`src/rtl/spi_erase_pkg.sv`:
```
package spi_erase_pkg;
  localparam logic [7:0] OP_WREN  = 8'h06;
  localparam logic [7:0] OP_ERASE = 8'hC7;
  localparam logic [7:0] OP_RDSR  = 8'h05;
  localparam logic [7:0] OP_WRSR  = 8'h01;

  typedef struct packed {
    logic [3:0] rsvd;
    logic [1:0] bp;   // [1] = BP1 at bit 3, [0] = BP0 at bit 2
    logic       wel;
    logic       wip;
  } status_t;
endpackage

```
`src/rtl/spi_in_sync.sv`:
```
module spi_in_sync #(
  parameter int           W    = 3,
  parameter logic [W-1:0] INIT = '0
) (
  input  logic         clk_i,
  input  logic         rst_ni,
  input  logic [W-1:0] d_i,
  output logic [W-1:0] q_o,
  output logic [W-1:0] rise_o,
  output logic [W-1:0] fall_o
);
  logic [W-1:0] m1_q, m2_q, m3_q;

  always_ff @(posedge clk_i or negedge rst_ni) begin
    if (!rst_ni) begin
      m1_q <= INIT;
      m2_q <= INIT;
      m3_q <= INIT;
    end else begin
      m1_q <= d_i;
      m2_q <= m1_q;
      m3_q <= m2_q;
    end
  end

  assign q_o    = m2_q;
  assign rise_o = m2_q & ~m3_q;
  assign fall_o = ~m2_q & m3_q;
endmodule

```
`src/rtl/spi_cmd_shifter.sv`:
```
module spi_cmd_shifter
  import spi_erase_pkg::*;
#(
  parameter int CNT_W = 5,
  parameter int SH_W  = 16
) (
  input  logic             clk_i,
  input  logic             rst_ni,
  input  logic             sel_i,
  input  logic             start_i,
  input  logic             sck_rise_i,
  input  logic             sck_fall_i,
  input  logic             sdi_i,
  input  logic [7:0]       status_i,
  output logic [CNT_W-1:0] bit_cnt_o,
  output logic [SH_W-1:0]  shreg_o,
  output logic             sdo_o
);
  localparam logic [CNT_W-1:0] CNT_MAX   = '1;
  localparam logic [CNT_W-1:0] CNT_OPEND = CNT_W'(7);

  logic [CNT_W-1:0] cnt_q;
  logic [SH_W-1:0]  sh_q;
  logic             rd_q;
  logic [2:0]       ocnt_q;
  logic [7:0]       osh_q;
  logic             sdo_q;
  logic [7:0]       op_next;

  assign op_next = {sh_q[6:0], sdi_i};

  always_ff @(posedge clk_i or negedge rst_ni) begin
    if (!rst_ni) begin
      cnt_q  <= '0;
      sh_q   <= '0;
      rd_q   <= 1'b0;
      ocnt_q <= '0;
      osh_q  <= '0;
      sdo_q  <= 1'b0;
    end else if (start_i) begin
      cnt_q  <= '0;
      sh_q   <= '0;
      rd_q   <= 1'b0;
      ocnt_q <= '0;
      osh_q  <= '0;
      sdo_q  <= 1'b0;
    end else if (!sel_i) begin
      rd_q  <= 1'b0;
      sdo_q <= 1'b0;
    end else begin
      if (sck_rise_i) begin
        sh_q <= {sh_q[SH_W-2:0], sdi_i};
        if (cnt_q != CNT_MAX) cnt_q <= cnt_q + 1'b1;
        if (cnt_q == CNT_OPEND && op_next == OP_RDSR) rd_q <= 1'b1;
      end
      if (sck_fall_i && rd_q) begin
        // reload live status at each byte boundary
        if (ocnt_q == 3'd0) begin
          sdo_q <= status_i[7];
          osh_q <= {status_i[6:0], 1'b0};
        end else begin
          sdo_q <= osh_q[7];
          osh_q <= {osh_q[6:0], 1'b0};
        end
        ocnt_q <= ocnt_q + 3'd1;
      end
    end
  end

  assign bit_cnt_o = cnt_q;
  assign shreg_o   = sh_q;
  assign sdo_o     = sdo_q;
endmodule

```
`src/rtl/spi_erase_timer.sv`:
```
module spi_erase_timer #(
  parameter int T_BE = 4096,
  parameter int TW   = (T_BE > 1) ? $clog2(T_BE) : 1
) (
  input  logic clk_i,
  input  logic rst_ni,
  input  logic start_i,
  output logic busy_o,
  output logic last_o,
  output logic done_o
);
  localparam logic [TW-1:0] LOAD = TW'(T_BE - 1);

  logic [TW-1:0] cnt_q;
  logic          busy_q, done_q;

  assign last_o = busy_q && (cnt_q == '0);

  always_ff @(posedge clk_i or negedge rst_ni) begin
    if (!rst_ni) begin
      cnt_q  <= '0;
      busy_q <= 1'b0;
      done_q <= 1'b0;
    end else begin
      done_q <= 1'b0;
      if (!busy_q) begin
        if (start_i) begin
          busy_q <= 1'b1;
          cnt_q  <= LOAD;
        end
      end else if (last_o) begin
        busy_q <= 1'b0;
        done_q <= 1'b1;
      end else begin
        cnt_q <= cnt_q - 1'b1;
      end
    end
  end

  assign busy_o = busy_q;
  assign done_o = done_q;
endmodule

```
`src/rtl/spi_bulk_erase_ctrl.sv`:
```
module spi_bulk_erase_ctrl
  import spi_erase_pkg::*;
#(
  parameter int T_BE = 4096
) (
  input  logic clk_i,
  input  logic rst_ni,
  input  logic cs_ni,
  input  logic sck_i,
  input  logic sdi_i,
  output logic sdo_o,
  output logic erase_all_o
);
  localparam int CNT_W = 5;
  localparam int SH_W  = 16;
  localparam logic [CNT_W-1:0] LEN_CMD  = CNT_W'(8);
  localparam logic [CNT_W-1:0] LEN_WRSR = CNT_W'(16);

  logic [2:0] s_q, s_rise, s_fall;
  logic       cs_q, cs_rise, cs_fall;

  spi_in_sync #(.W(3), .INIT(3'b100)) i_sync (
    .clk_i  (clk_i),
    .rst_ni (rst_ni),
    .d_i    ({cs_ni, sck_i, sdi_i}),
    .q_o    (s_q),
    .rise_o (s_rise),
    .fall_o (s_fall)
  );

  assign cs_q    = s_q[2];
  assign cs_rise = s_rise[2];
  assign cs_fall = s_fall[2];

  logic             wel, wip, erase_last;
  logic [1:0]       bp;
  status_t          status;
  logic [CNT_W-1:0] bit_cnt;
  logic [SH_W-1:0]  shreg;

  assign status = '{rsvd: 4'h0, bp: bp, wel: wel, wip: wip};

  spi_cmd_shifter #(.CNT_W(CNT_W), .SH_W(SH_W)) i_shift (
    .clk_i      (clk_i),
    .rst_ni     (rst_ni),
    .sel_i      (!cs_q),
    .start_i    (cs_fall),
    .sck_rise_i (s_rise[1]),
    .sck_fall_i (s_fall[1]),
    .sdi_i      (s_q[0]),
    .status_i   (status),
    .bit_cnt_o  (bit_cnt),
    .shreg_o    (shreg),
    .sdo_o      (sdo_o)
  );

  logic commit, wren_go, erase_go, wrsr_go;

  always_comb begin
    commit   = cs_rise && !wip;
    wren_go  = commit && bit_cnt == LEN_CMD && shreg[7:0] == OP_WREN;
    erase_go = commit && bit_cnt == LEN_CMD && shreg[7:0] == OP_ERASE
               && wel && bp == 2'b00;
    wrsr_go  = commit && bit_cnt == LEN_WRSR && shreg[15:8] == OP_WRSR && wel;
  end

  spi_erase_timer #(.T_BE(T_BE)) i_timer (
    .clk_i   (clk_i),
    .rst_ni  (rst_ni),
    .start_i (erase_go),
    .busy_o  (wip),
    .last_o  (erase_last),
    .done_o  (erase_all_o)
  );

  always_ff @(posedge clk_i or negedge rst_ni) begin
    if (!rst_ni) begin
      wel <= 1'b0;
      bp  <= 2'b00;
    end else begin
      if (erase_last || wrsr_go) wel <= 1'b0;
      else if (wren_go)          wel <= 1'b1;
      if (wrsr_go) bp <= shreg[3:2];
    end
  end
endmodule

```
`config.mk`:
```
export PLATFORM = sky130hd
export DESIGN_NAME = spi_bulk_erase_ctrl
export DESIGN_NICKNAME = d
export VERILOG_FILES = /design/src/rtl/spi_erase_pkg.sv /design/src/rtl/spi_in_sync.sv /design/src/rtl/spi_cmd_shifter.sv /design/src/rtl/spi_erase_timer.sv /design/src/rtl/spi_bulk_erase_ctrl.sv
export SDC_FILE = /design/constraint.sdc
export NUM_CORES = 1
export LEC_CHECK = 0
export BUFFER_PORTS_ARGS = -buffer_cell sky130_fd_sc_hd__buf_2
export CORE_ASPECT_RATIO = 2
export CORE_UTILIZATION = 61
export CTS_CLUSTER_DIAMETER = 30
export DETAILED_ROUTE_END_ITERATION = 12
export GPL_ROUTABILITY_DRIVEN = 0
export GPL_TIMING_DRIVEN = 1
export PLACE_DENSITY = 0.78
export SKIP_LAST_GASP = 1
export SLEW_MARGIN = 20
export SYNTH_ARGS = -nofsm -noshare
export SYNTH_HDL_FRONTEND = slang
export SYNTH_SLANG_ARGS = --single-unit
```
`constraint.sdc`:
```
create_clock -name clk_i -period 2.3 [get_ports clk_i]
set_clock_uncertainty 0.05 [all_clocks]
set_input_delay 0.23 -clock clk_i [delete_from_list [all_inputs] [get_ports clk_i]]
set_output_delay 0.23 -clock clk_i [all_outputs]
set_load 0.02 [all_outputs]
```
==> qor.csv, run 1 <==
metric,value,unit
run_status,"finished, final reports clean",
drive_gt1_share,17.7,%
ctsResizeCount,0,
async_flop_share,100,%
wl_met2,3020,microns
multiInputGateArea,1120,sq um
ys_ff_latch,58,
irDropWorstVdd,0.000561,V
htree_levels,3,
fin_crit,1.98,ns
criticalPathCategory,register to register,
cp_max_fo,6,
insertion_delay,0.34,ns
die_x,48.7,microns
cts_tree,done,
synth_area_leader_cell,dfrtp_1,
synth_most_common_cell,dfrtp_1,
r2r_cells,8,
grt_max_degree,36,
synth_edf_count,0,
overflow,0,
finish.utilization,73.4,%
antenna_found_initial,0,
wl_per_cell,17.5,microns
drt_pass1_iterations,4,
ys_top_cells_by_count,"55 x dfrtp_1, 19 x a22o_1, 17 x nor2_1",
grt_util_all_layers,27.1,%
synth_area,2660,sq um
yosysSeqAreaShare,54.7,%
hold_depth,0,
regArea,1460,sq um
crit_required,2.44,ns
relSlewSlack,54.8,%
postSynthAreaPerCell,11.5,sq um
synth.net_count,243,
antenna_cells,0,
layout.nets,261,
timing.fmax,504,MHz
drt_iter0_markers,70,
grt_setup_unrepaired,false,
drv_slew,0,
clk_pin_slew,0.06,ns
synth_area_leaders,"dfrtp_1 52%, a22o_1 6.3%, ha_1 3.3%",
rows,33,
area_growth_syn_to_layout,13.8,%
cts-buffers-inserted,9,
dp_slack,0.341,ns
synth_flop_cell,dfrtp_1,
tightest_slew,0.675,ns
drv_cap,0,
synth_top_area_share,51.7,%
arrival,2.13,ns
ioPinCount,7,
yosysWarningCount,0,
met1_length,2020,microns
ctsHoldBuffers,4,
cp-start-kind,register,
grt_pass1_wl,9170,microns
power_density,694,nW/um^2
endpoint_kind,register,
cts_root_buf,clkbuf_8,
setup_slack,0.315,ns
synth_cells,231,
postCtsSetupRepairBufs,0,
finalWirelength,5370,microns
die_area,4650,sq um
drtAntennaViolNets,0,
met3WireLength,150,microns
die_h,95.4,microns
numPortBuffers,6,
post-route-drc-count,0,
grt_pass1_vias,1936,
dpl.hpwl,3750,microns
fillers,304,
cts_buffer_depth,2,
fin_setup_tns,0,ns
via_per_inst,6.16,
core_area,4130,sq um
hold_violations,0,
hold_ws,0.296,ns
top_layer,met4,
fin_crit_sh,86.3,%
ys_types,53,
cts_sinks,58,
via_count,1885,
hold_class,register to register,
finalSetupViolCount,0,
initial_core_util,64.5,%
p_leak,1.39,nW
## registers in the layout, summed over array words and instances, names as in the netlist
name and count:
i_shift.shreg_o 16, i_timer.cnt_q 12, i_shift.osh_q 7, i_shift.bit_cnt_o 5, i_shift.ocnt_q 3, i_sync.m1_q 3, i_sync.q_o 3, bp 2
i_sync.m3_q 2, i_shift.rd_q 1, i_shift.sdo_o 1, i_timer.busy_o 1, i_timer.done_o 1, wel 1
## per-stage QoR
| step | power [mW] | cells | cell area, sq um |
|---|---|---|---|
| 2_1_floorplan | 1.10 | 231 | 2660 |
| 3_3_place_gp | 1.14 | 286 | 2780 |
| 3_5_place_dp | 1.14 | 286 | 2780 |
| 4_1_cts | 2.12 | 306 | 3030 |
| 5_1_grt | 2.17 | 306 | 3030 |
| 6_report | 2.10 | 306 | 3030 |
## worst paths after layout
path | start | end | slack, ns
max | i_shift.bit_cnt_o[0]$_DFFE_PN0P_ | i_shift.bit_cnt_o[3]$_DFFE_PN0P_ | 0.32
min | i_sync.m1_q[1]$_DFF_PN0_ | i_sync.q_o[1]$_DFF_PN0_ | 0.30
max reg2reg | i_shift.bit_cnt_o[0]$_DFFE_PN0P_ | i_shift.bit_cnt_o[3]$_DFFE_PN0P_ | 0.32
min reg2reg | i_sync.m1_q[1]$_DFF_PN0_ | i_sync.q_o[1]$_DFF_PN0_ | 0.30
max in group asynchronous | rst_ni | i_sync.m3_q[2]$_DFF_PN1_ | 1.19
min in group asynchronous | rst_ni | i_sync.q_o[1]$_DFF_PN0_ | 0.37
## report_power, final
part / internal [mW] / leakage, nW / switching, mW
registers: 1.04 / 0.787 / 0.0149
clock network: 0.588 / 0.107 / 0.385
logic: 0.0287 / 0.499 / 0.0501
total: 1.65 / 1.39 / 0.450
## cell usage in the layout, fill, tap and decap left out, types with 5 or more instances in the layout
cell      instances
dfrtp_1          55
a22o_1           19
nor2_1           17
clkbuf_8         12
inv_1            11
nand2_1          11
nor3_1           10
a21oi_1           8
ha_1              7
buf_4             7
buf_2             6
nand3_1           5
## area by class of cell
type | instances | share of cell area [%]
multi-input cells | 151 | 36.9
repair buffers | 18 | 4.71
well taps | 52 | 2.15
clock buffers | 14 | 5.70
flip-flops and latches | 58 | 48.0
clock inverters | 2 | 1.16
inverters | 11 | 1.36
## cells by family (layout without fill, tap and decap cells)
group | after synthesis | count (layout) | share of synthesized area (%)
AO/OA/AOI/OAI | 59 | 59 | 17.0
AND/OR/NAND/NOR | 72 | 72 | 16.9
flip-flops | 58 | 58 | 54.7
multiplexers | 6 | 6 | 2.35
XOR/XNOR | 7 | 7 | 2.30
adder cells (fa/ha/maj) | 7 | 7 | 3.29
buffers and inverters | 22 | 45 | 3.52
## metal layers
metal | global-route usage, % | vias to the layer above
met5 | 0 | -
met2 | 49.2 | 34
met1 | 27.9 | 953
met4 | 16.7 | 0
met3 | 6.06 | 13
li1 | - | 885
## critical path: stages (launching register included)
cell and delay (ns):
dfrtp_1 0.42, ha_1 0.24, and3_1 0.19, ha_1 0.18, nor4b_2 0.26, buf_4 0.18, nand4_1 0.12, xor2_1 0.15
nor2_1 0.05
Note: power is estimated with default switching activity, not from simulation.
==> run 2: changes to the inputs <==
--- a/config.mk
+++ b/config.mk
@@ -7,12 +7,12 @@
 export LEC_CHECK = 0
 export BUFFER_PORTS_ARGS = -buffer_cell sky130_fd_sc_hd__buf_2
 export CORE_ASPECT_RATIO = 2
-export CORE_UTILIZATION = 61
+export CORE_UTILIZATION = 45
 export CTS_CLUSTER_DIAMETER = 30
 export DETAILED_ROUTE_END_ITERATION = 12
 export GPL_ROUTABILITY_DRIVEN = 0
 export GPL_TIMING_DRIVEN = 1
-export PLACE_DENSITY = 0.78
+export SETUP_SLACK_MARGIN = 0.15
 export SKIP_LAST_GASP = 1
 export SLEW_MARGIN = 20
 export SYNTH_ARGS = -nofsm -noshare
==> constraint.sdc (replaced) <==
create_clock -name clk_i -period 1.6 [get_ports clk_i]
set_clock_uncertainty 0.05 [all_clocks]
set_input_delay 0.16 -clock clk_i [delete_from_list [all_inputs] [get_ports clk_i]]
set_output_delay 0.16 -clock clk_i [all_outputs]
set_load 0.02 [all_outputs]
==> run 2 against run 1 <==
Effect of this change: the run now ends with setup timing left; clock power is 74% higher; first-iteration DRC count is 60% higher; cell count is 21% higher; final area is 26% higher; die area is 34% higher; combinational power is 140% higher; worst hold slack worse by 0.067 ns; count of clock-buffer cells in the layout is 1 lower; sequential share of layout area is 10 points lower; setup slack worse by 0.50 ns; utilization is 6.3 points lower; highest routed layer unchanged.
==> qor.csv, run 2 (same netlist as run 1, synthesis figures left out) <==
metric,value,unit,change
irDropWorstVdd,0.000842,V,+50%
drt_iter0_markers,112,,+60%
antenna_found_initial,0,,unchanged
crit_buf_inv,1,,unchanged
finalWirelength,6420,microns,+20%
insertion_delay,0.32,ns,-0.02 ns
hold_class,primary input to asynchronous set/reset pin,,
most-common-layout-cells,"55 x dfrtp_1, 55 x buf_4, 19 x a22o_1",,
p_leak,1.81,nW,+30%
cts_root_buf,clkbuf_16,,
grt_setup_unrepaired,true,,
cpPeakStageDelay,0.40,ns,-0.02 ns
cts_buffer_depth,2,,unchanged
wl_per_cell,17.4,microns,-1.0%
overflow,0,,unchanged
numPortBuffers,6,,unchanged
cp-start-kind,register,,
setup_slack,-0.187,ns,-0.502 ns
layout.nets,316,,+21%
area_growth_syn_to_layout,43.8,%,
cts_tree,done,,
drv_slew,0,,unchanged
via_count,2095,,+11%
largest_reg_flops,16,,unchanged
relSlewSlack,71.7,%,+17 points
antenna_cells,0,,unchanged
cts-buffers-inserted,9,,unchanged
fin_crit_sh,112,%,+25 points
drtAntennaViolNets,0,,unchanged
hold_violations,0,,unchanged
cts_sinks,58,,unchanged
endpoint_kind,register,,
dp_slack,-0.169,ns,-0.510 ns
die_h,111,microns,+16%
dpl.hpwl,4360,microns,+16%
clk_pin_slew,0.05,ns,about the same
hold_ws,0.229,ns,-0.0669 ns
multiInputGateArea,1400,sq um,+25%
regArea,1460,sq um,unchanged
initial_core_util,46.6,%,-18 points
finalSetupViolCount,19,,+19
violations,setup timing,,
drt_pass1_iterations,4,,unchanged
post-route-drc-count,0,,unchanged
fin_crit,1.79,ns,-0.198 ns
via_per_inst,5.66,,-8.1%
die_area,6250,sq um,+34%
finish.utilization,67.1,%,-6.3 points
grt_max_degree,45,,+25%
criticalPathCategory,register to register,,
drive_gt1_share,42.4,%,+25 points
grt_pass1_wl,10300,microns,+12%
grt_pass1_vias,2156,,+11%
run_status,"finished, violations left",,
tightest_slew,0.422,ns,-0.253 ns
rows,39,,+18%
drv_cap,0,,unchanged
arrival,1.95,ns,-0.18 ns
die_x,56.4,microns,+16%
grt_util_all_layers,22.3,%,-4.9 points
cp_max_fo,4,,-2
critical-path-slowest-cell,dfrtp_1,,
crit_required,1.76,ns,-0.68 ns
timing.fmax,559,MHz,+11%
fillers,431,,+42%
fin_setup_tns,-1.55,ns,-1.55 ns
power_density,884,nW/um^2,+27%
core_area,5710,sq um,+38%
ioPinCount,7,,unchanged
crit_family,simple AND/OR/NAND/NOR gates,,
p_total,3.39,mW,+61%
crit_chain,"ha_2, and3_4, ha_4, nor4b_4, buf_4, mux2i_1, nor2_1",,
htree_levels,3,,unchanged
==> run 2: cell types whose count changed in the layout (fill, tap and decap cells not counted), moves of 4 or more <==
cell       change
inv_1          -4
buf_4         +48
ha_1           -5
clkbuf_16      +9
clkbuf_8      -11
nor3_4         +4
buf_6          +4
nor4_4         +4
nor3_1         -4
==> run 2: layout make-up <==
cell class | count | share of cell area, %
Sequential cell | 58 | 38.0
Timing Repair Buffer | 72 | 15.4
Inverter | 11 | 1.14
Tap cell | 61 | 1.99
Clock inverter | 3 | 0.392
Clock buffer | 13 | 6.54
Multi-Input combinational cell | 152 | 36.6
==> run 2: what timing repair did <==
action                                  in CTS  in global routing
endpoints found under the setup margin      31                 46
setup buffers                                6                  5
pin swaps                                    9                  8
gates resized for setup                     17                 23
hold buffers                                 4                  0
endpoints found under the hold margin       17                  0
gates cloned                                 1                  0
==> run 2: worst paths after layout <==
kind | start | to | slack [ns] | cells past startpoint
worst min register to register | i_sync.m1_q[1]$_DFF_PN0_ | i_sync.q_o[1]$_DFF_PN0_ | 0.29 | 0
worst max register to register | i_shift.bit_cnt_o[1]$_DFFE_PN0P_ | i_shift.bit_cnt_o[4]$_DFFE_PN0P_ | -0.19 | 7
worst max-delay path | i_shift.bit_cnt_o[1]$_DFFE_PN0P_ | i_shift.bit_cnt_o[4]$_DFFE_PN0P_ | -0.19 | 7
min in group clk_i | i_sync.m1_q[1]$_DFF_PN0_ | i_sync.q_o[1]$_DFF_PN0_ | 0.29 | 0
max in group asynchronous | rst_ni | i_sync.m3_q[2]$_DFF_PN1_ | 0.67 | 3
worst min-delay path | rst_ni | i_shift.bit_cnt_o[3]$_DFFE_PN0P_ | 0.23 | 2
==> run 2: layer usage <==
layer	track usage [%]	part of all wire (%)
met1	22.9	37
met4	12.0	3.2
met2	39.7	57
met3	6.07	2.4
met5	0	0
==> run 2: through the flow <==
stage | cells | area, sq um
after floorplan | 231 | 2750
after global placement | 338 | 3220
after detailed placement | 338 | 3220
after CTS | 365 | 3650
after global routing | 370 | 3830
final | 370 | 3830
==> run 2: power breakdown <==
group / internal (mW) / leakage, nW / total [mW] / switching [mW]
clock network: 1.08 / 0.133 / 1.69 / 0.607
logic: 0.0874 / 0.885 / 0.186 / 0.0982
registers: 1.49 / 0.787 / 1.51 / 0.0212
total: 2.66 / 1.81 / 3.39 / 0.726
